<file path="config.mk">
export PLATFORM = sky130hd
export DESIGN_NAME = lcd_sreg_master
export DESIGN_NICKNAME = d
export VERILOG_FILES = /design/src/rtl/lsr_pkg.sv /design/src/rtl/lsr_phase_timer.sv /design/src/rtl/lsr_rx_shift.sv /design/src/rtl/lcd_sreg_master.sv
export SDC_FILE = /design/constraint.sdc
export NUM_CORES = 1
export LEC_CHECK = 0
export BUFFER_PORTS_ARGS = -buffer_cell sky130_fd_sc_hd__buf_2
export CAP_MARGIN = 20
export CORE_MARGIN = 5
export CORE_UTILIZATION = 25
export DETAILED_ROUTE_END_ITERATION = 10
export GPL_ROUTABILITY_DRIVEN = 0
export SLEW_MARGIN = 20
export SYNTH_ARGS = -nofsm -noshare
export SYNTH_HDL_FRONTEND = slang
export SYNTH_HIERARCHICAL = 1
export SYNTH_SLANG_ARGS = --single-unit
</file>
<file path="constraint.sdc">
create_clock -name clk -period 7.85 [get_ports clk]
set_input_delay 1.57 -clock clk [delete_from_list [all_inputs] [get_ports clk]]
set_output_delay 1.57 -clock clk [all_outputs]
set_load 0.01 [all_outputs]
</file>
<file path="src/rtl/lsr_pkg.sv">
package lsr_pkg;

    localparam int FRAME_W    = 16;
    localparam int BYTE_W     = 8;
    localparam int ADDR_W     = 2 * BYTE_W;
    localparam int NUM_FRAMES = 3;
    localparam int FIDX_W     = $clog2(NUM_FRAMES);
    localparam int BIT_W      = $clog2(FRAME_W);
    localparam int PAD_W      = FRAME_W - BYTE_W - 3;
    localparam logic [FIDX_W-1:0] LAST_FRAME = FIDX_W'(NUM_FRAMES - 1);
    localparam logic [BIT_W-1:0]  LAST_BIT   = BIT_W'(FRAME_W - 1);
    localparam logic [BIT_W-1:0]  FIRST_RX   = BIT_W'(FRAME_W - BYTE_W);

    typedef enum logic [1:0] {
        ST_IDLE,
        ST_LOW,
        ST_HIGH,
        ST_GAP
    } lsr_state_e;

    // Frame word: {dir, param, upper_addr, zero pad, payload}
    function automatic logic [FRAME_W-1:0] lsr_frame(
        input logic [FIDX_W-1:0] idx,
        input logic              rd,
        input logic [ADDR_W-1:0] addr,
        input logic [BYTE_W-1:0] wdat
    );
        logic [FRAME_W-1:0] f;
        case (idx)
            2'd0:    f = {3'b001, {PAD_W{1'b0}}, addr[ADDR_W-1:BYTE_W]};
            2'd1:    f = {3'b000, {PAD_W{1'b0}}, addr[BYTE_W-1:0]};
            default: f = {rd, 2'b10, {PAD_W{1'b0}}, rd ? {BYTE_W{1'b0}} : wdat};
        endcase
        return f;
    endfunction

endpackage

</file>
<file path="src/rtl/lsr_phase_timer.sv">
module lsr_phase_timer #(
    parameter int DIV_W = 8
) (
    input  logic             clk,
    input  logic             rst_n,
    input  logic             run_i,
    input  logic [DIV_W-1:0] div_i,
    output logic             phase_end_o
);

    logic [DIV_W-1:0] period;
    logic [DIV_W-1:0] cnt_d, cnt_q;

    always_comb begin
        period      = (div_i == '0) ? DIV_W'(1) : div_i;
        phase_end_o = run_i && (cnt_q >= period - DIV_W'(1));
        cnt_d       = (!run_i || phase_end_o) ? '0 : cnt_q + DIV_W'(1);
    end

    always_ff @(posedge clk or negedge rst_n) begin
        if (!rst_n) cnt_q <= '0;
        else        cnt_q <= cnt_d;
    end

    AST_PHASE_BOUND: assert property (@(posedge clk) disable iff (!rst_n)
        (run_i && $stable(div_i)) |-> (cnt_q < period));

endmodule

</file>
<file path="src/rtl/lsr_rx_shift.sv">
module lsr_rx_shift #(
    parameter int W = 8
) (
    input  logic         clk,
    input  logic         rst_n,
    input  logic         clear_i,
    input  logic         shift_i,
    input  logic         bit_i,
    output logic [W-1:0] data_o
);

    logic [W-1:0] data_d, data_q;

    always_comb begin
        data_d = data_q;
        if (clear_i)      data_d = '0;
        else if (shift_i) data_d = {data_q[W-2:0], bit_i};
    end

    always_ff @(posedge clk or negedge rst_n) begin
        if (!rst_n) data_q <= '0;
        else        data_q <= data_d;
    end

    assign data_o = data_q;

endmodule

</file>
<file path="src/rtl/lcd_sreg_master.sv">
module lcd_sreg_master
    import lsr_pkg::*;
#(
    parameter int DIV_W = 8
) (
    input  logic               clk,
    input  logic               rst_n,
    input  logic               start_i,
    input  logic               rd_req_i,
    input  logic [15:0]        addr_i,
    input  logic [7:0]         wdata_i,
    input  logic [DIV_W-1:0]   div_i,
    output logic               busy_o,
    output logic               done_o,
    output logic [7:0]         rd_data_o,
    output logic               cs_n_o,
    output logic               sclk_o,
    output logic               sdo_o,
    input  logic               sdi_i
);

    typedef struct packed {
        lsr_state_e          st;
        logic [FIDX_W-1:0]   frm;
        logic [BIT_W-1:0]    bitn;
        logic [FRAME_W-1:0]  sh;
        logic                samp;
        logic                busy;
        logic                done;
        logic                rd_op;
        logic [ADDR_W-1:0]   addr;
        logic [BYTE_W-1:0]   wdat;
        logic [BYTE_W-1:0]   rd;
    } lsr_regs_t;

    lsr_regs_t r_d, r_q;

    logic              phase_end;
    logic              rx_clr, rx_shift;
    logic [BYTE_W-1:0] rx_data;

    lsr_phase_timer #(.DIV_W(DIV_W)) u_timer (
        .clk         (clk),
        .rst_n       (rst_n),
        .run_i       (r_q.st != ST_IDLE),
        .div_i       (div_i),
        .phase_end_o (phase_end)
    );

    lsr_rx_shift #(.W(BYTE_W)) u_rx (
        .clk     (clk),
        .rst_n   (rst_n),
        .clear_i (rx_clr),
        .shift_i (rx_shift),
        .bit_i   (sdi_i),
        .data_o  (rx_data)
    );

    always_comb begin
        r_d      = r_q;
        r_d.done = 1'b0;
        rx_clr   = 1'b0;
        rx_shift = 1'b0;
        case (r_q.st)
            ST_IDLE: begin
                if (start_i) begin
                    r_d.st    = ST_LOW;
                    r_d.frm   = '0;
                    r_d.bitn  = '0;
                    r_d.busy  = 1'b1;
                    r_d.rd_op = rd_req_i;
                    r_d.addr  = addr_i;
                    r_d.wdat  = wdata_i;
                    r_d.sh    = lsr_frame('0, rd_req_i, addr_i, wdata_i);
                    rx_clr    = 1'b1;
                end
            end
            ST_LOW: begin
                if (phase_end) begin
                    r_d.st   = ST_HIGH;
                    r_d.samp = 1'b1;
                end
            end
            ST_HIGH: begin
                r_d.samp = 1'b0;
                // first system clock after the rising serial edge
                if (r_q.samp && r_q.rd_op && r_q.frm == LAST_FRAME && r_q.bitn >= FIRST_RX)
                    rx_shift = 1'b1;
                if (phase_end) begin
                    if (r_q.bitn == LAST_BIT) begin
                        r_d.st = ST_GAP;
                    end else begin
                        r_d.st   = ST_LOW;
                        r_d.bitn = r_q.bitn + BIT_W'(1);
                        r_d.sh   = {r_q.sh[FRAME_W-2:0], 1'b0};
                    end
                end
            end
            ST_GAP: begin
                if (phase_end) begin
                    if (r_q.frm == LAST_FRAME) begin
                        r_d.st   = ST_IDLE;
                        r_d.busy = 1'b0;
                        r_d.done = 1'b1;
                        if (r_q.rd_op) r_d.rd = rx_data;
                    end else begin
                        r_d.st   = ST_LOW;
                        r_d.frm  = r_q.frm + FIDX_W'(1);
                        r_d.bitn = '0;
                        r_d.sh   = lsr_frame(r_q.frm + FIDX_W'(1), r_q.rd_op, r_q.addr, r_q.wdat);
                    end
                end
            end
            default: r_d.st = ST_IDLE;
        endcase
    end

    always_ff @(posedge clk or negedge rst_n) begin
        if (!rst_n) r_q <= '{st: ST_IDLE, default: '0};
        else        r_q <= r_d;
    end

    assign busy_o    = r_q.busy;
    assign done_o    = r_q.done;
    assign rd_data_o = r_q.rd;
    assign cs_n_o    = (r_q.st == ST_IDLE) || (r_q.st == ST_GAP);
    assign sclk_o    = (r_q.st == ST_HIGH);
    assign sdo_o     = ((r_q.st == ST_LOW) || (r_q.st == ST_HIGH)) && r_q.sh[FRAME_W-1];

    AST_IDLE_PINS: assert property (@(posedge clk) disable iff (!rst_n)
        !busy_o |-> (cs_n_o && !sclk_o && !sdo_o));
    AST_SCLK_FRAMED: assert property (@(posedge clk) disable iff (!rst_n)
        sclk_o |-> !cs_n_o);
    AST_SDO_HOLD: assert property (@(posedge clk) disable iff (!rst_n)
        sclk_o |-> $stable(sdo_o));
    AST_DONE_PULSE: assert property (@(posedge clk) disable iff (!rst_n)
        done_o |=> !done_o);
    AST_DONE_BUSY: assert property (@(posedge clk) disable iff (!rst_n)
        done_o |-> (!busy_o && $past(busy_o)));
    AST_START_TAKEN: assert property (@(posedge clk) disable iff (!rst_n)
        (start_i && !busy_o) |=> busy_o);
    AST_RD_HOLD: assert property (@(posedge clk) disable iff (!rst_n)
        !done_o |-> $stable(rd_data_o));

endmodule

</file>
==> flow_summary.json <==
{
  "status": "finished, final reports clean",
  "holdBufCountCts": 0,
  "yosys.area.top_type": "dfrtp_1",
  "netlist_top_cells_count": "76 x dfrtp_1, 42 x mux2_2, 23 x nor2_1, 22 x o21ai_0, 20 x ha_1",
  "netlist_area_um2": 4030,
  "clockRootBuffer": "clkbuf_16",
  "grt_pass1_wl_um": 14300,
  "fin_hold_ws_ps": 482,
  "clkLatencyLatePin_ps": 340,
  "syn-mean-instance-area_um2": 11.6,
  "ys_seq_elements": 76,
  "clock_sinks": 76,
  "io_buffers": 49,
  "crit_chain": "buf_2 > or3_4 > nor3_2 > a21oi_1 > ha_1 > nor3b_2 > xnor2_1 > ha_1 > nand4_1 > o31ai_1 > and2_1 > nand2b_4 > a211oi_4 > o221ai_4 > mux2_4",
  "setup_tns_ps": 0,
  "fmax_mhz": 195,
  "slowest_stage": "and2_1",
  "r2r_start": "u_timer/cnt_q[7]$_DFF_PN0_",
  "cts_resized": 0,
  "holdPathStages": 1,
  "finalCriticalPeriod_ps": 5130,
  "critPathArrivalTime_ps": 5360,
  "cts_made_buffers": 9,
  "setup_slack_ps": 2720,
  "core_area_um2": 15800,
  "grtUsageTotal_pct": 9.66,
  "wire_per_inst_um": 13.8,
  "overflow": 0,
  "cp_max_fo": 18,
  "yosysWarnings": 6,
  "max-vdd-ir-drop_v": 0.000158,
  "synth_flop_cell": "dfrtp_1",
  "synthArstFlopShare_pct": 100,
  "pre_cts_ws_ps": 2340,
  "top_layer": "met4",
  "cp-end-kind": "flip-flop",
  "drv_slew": 0,
  "min-delay-start": "u_timer/cnt_q[0]$_DFF_PN0_",
  "drc": 0,
  "die_y_um": 137,
  "synthCells": 349,
  "r2r_cells": 8,
  "route.met2.wl_um": 4260,
  "wl_met3_um": 342,
  "period_share_pct": 65.4,
  "hpwl_um": 5950,
  "clkTransAtPathRegs_ps": 60,
  "max_cap_viol_count": 0,
  "post_route_cells_drive_above_1_share_pct": 30.6,
  "cts_setup_buffers": 0,
  "area_growth_syn_to_layout_pct": 16.5,
  "wl_met1_um": 3630,
  "initial_core_util_pct": 25.5,
  "clock_path_buffers": 2,
  "stdcell_area_um2": 4700,
  "hold_end": "u_timer/cnt_q[0]$_DFF_PN0_",
  "yosysUniqueCellTypes": 47,
  "grt_max_degree": 77,
  "syn_nets": 406,
  "criticalPathCategory": "in2reg",
  "rsz0062_at_grt": "no",
  "grt_pass1_vias": 2946,
  "worstMarginPinSlew_ps": 919,
  "yosys-top-cells-area": "dfrtp_1 47%, mux2_2 12%, ha_1 6.2%",
  "cp_common_cell": "ha_1",
  "p_per_area_nw_per_um2": 335,
  "die_x_um": 137,
  "cts_tree": "built",
  "ctsHtreeMaxLevel": 3,
  "ys_seq_area_share_pct": 47.2,
  "first_pass_iters": 4,
  "n_antenna_cell": 0,
  "pin_count": 50,
  "wl_um": 8370,
  "antenna_left": 0,
  "skew_ps": 5.29,
  "synth_edf_count": 0,
  "finalNetCount": 444,
  "setup_viol_count_final": 0,
  "drtIter0Drc": 148,
  "viasPerCell": 4.44,
  "antenna_found_initial": 0,
  "slowest_delay_ps": 460,
  "p_leak_nw": 2.13,
  "crit_path_start_kind": "input pin",
  "placed_area_um2": 4420,
  "timing.rr.end": "r_q[50]$_DFFE_PN0P_",
  "die_area_um2": 18800,
  "final_hold_viol_count": 0,
  "synth_top_area_share_pct": 47.2,
  "synth_most_common_cell": "dfrtp_1",
  "timing.slew.headroom_pct": 38.5,
  "hold_path.class": "reg2reg",
  "critical_path_required_ps": 8070,
  "vias": 2697,
  "rows": 46,
  "r2r_slack_ps": 4830
}
-- sequential cells by signal, indices dropped and copies added (netlist names) --
| register | flops |
|---|---|
| r_q | 50 |
| rd_data_o | 8 |
| u_rx/data_o | 8 |
| u_timer/cnt_q | 8 |
| busy_o | 1 |
| done_o | 1 |
-- area by class of cell --
cell class                 count  area, um^2
multi-input combinational    231        1920
clock inverter                 4        25.0
timing repair buffer          50         259
inverter                      19        71.3
clock buffer                  12         246
sequential                    76        1900
fill                        1648       11100
tap                          216         270
-- stage by stage --
stage | power, mW | util (%) | instances
floorplan | 1.07 | - | 349
global placement | 1.19 | 27.9 | 592
detailed placement | 1.21 | 27.9 | 592
CTS | 1.60 | 29.6 | 608
global route | 1.69 | 29.7 | 608
finish | 1.57 | 29.7 | 608
-- worst max-delay path by stage --
stage	slack (ps)	from	to
2_1_floorplan	3030	div_i[3]	r_q[49]$_DFFE_PN0P_
3_3_place_gp	2520	div_i[3]	r_q[49]$_DFFE_PN0P_
3_5_place_dp	2340	div_i[3]	r_q[50]$_DFFE_PN0P_
4_1_cts	2700	div_i[3]	r_q[50]$_DFFE_PN0P_
5_1_grt	2450	div_i[3]	r_q[50]$_DFFE_PN0P_
6_report	2720	div_i[3]	r_q[50]$_DFFE_PN0P_
-- logic make-up after synthesis --
group                    after synthesis  share of synthesized area (%)
AND/OR/NAND/NOR                       76                           10.3
flip-flops                            76                           47.2
AO/OA/AOI/OAI                         65                           12.3
multiplexers                          61                           16.8
buffers and inverters                 42                           5.21
adder cells (fa/ha/maj)               20                           6.21
XOR/XNOR                               9                           1.96
-- power by group --
part	switching [mW]	total (mW)	leakage, nW	internal [mW]
clock network	0.157	0.378	0.129	0.221
registers	0.0852	0.600	0.974	0.515
logic	0.295	0.594	1.03	0.299
total	0.537	1.57	2.13	1.03
-- layout by cell type, fill, tap and decap left out, types with 2 or more instances in the layout --
master,count
xnor2_1,6
xor2_1,3
or3_4,2
ha_1,20
buf_2,48
clkbuf_16,9
nand2b_4,2
o31ai_1,2
mux2_2,42
a21oi_1,8
clkinv_2,2
o21a_1,3
nor2_1,23
o21ai_0,22
clkbuf_1,2
mux2_4,3
inv_1,19
clkinvlp_4,2
and3_1,3
nand2_1,14
nor2b_1,9
nor3_1,3
a21o_1,2
and2_1,4
nand3_1,3
a22oi_1,9
nand3b_1,2
a22o_1,3
mux2i_1,16
dfrtp_1,76
a221oi_1,7
nand4_1,3
-- worst max-delay path, delay by kind of cell --
kind                     cells  cell delay, ps
XOR/XNOR                     1             120
AND/OR/NAND/NOR              6            1480
AO/OA/AOI/OAI                4            1110
adder cells (fa/ha/maj)      2             530
multiplexers                 1             410
buffers and inverters        1             130
-- layer usage --
metal  global-route usage (%)  vias up
li1                         -     1304
met1                     11.0     1345
met2                     17.1       35
met3                     3.24       13
met4                     2.99        0
met5                        0        -
No activity file was read; power rests on OpenSTA's default activity.
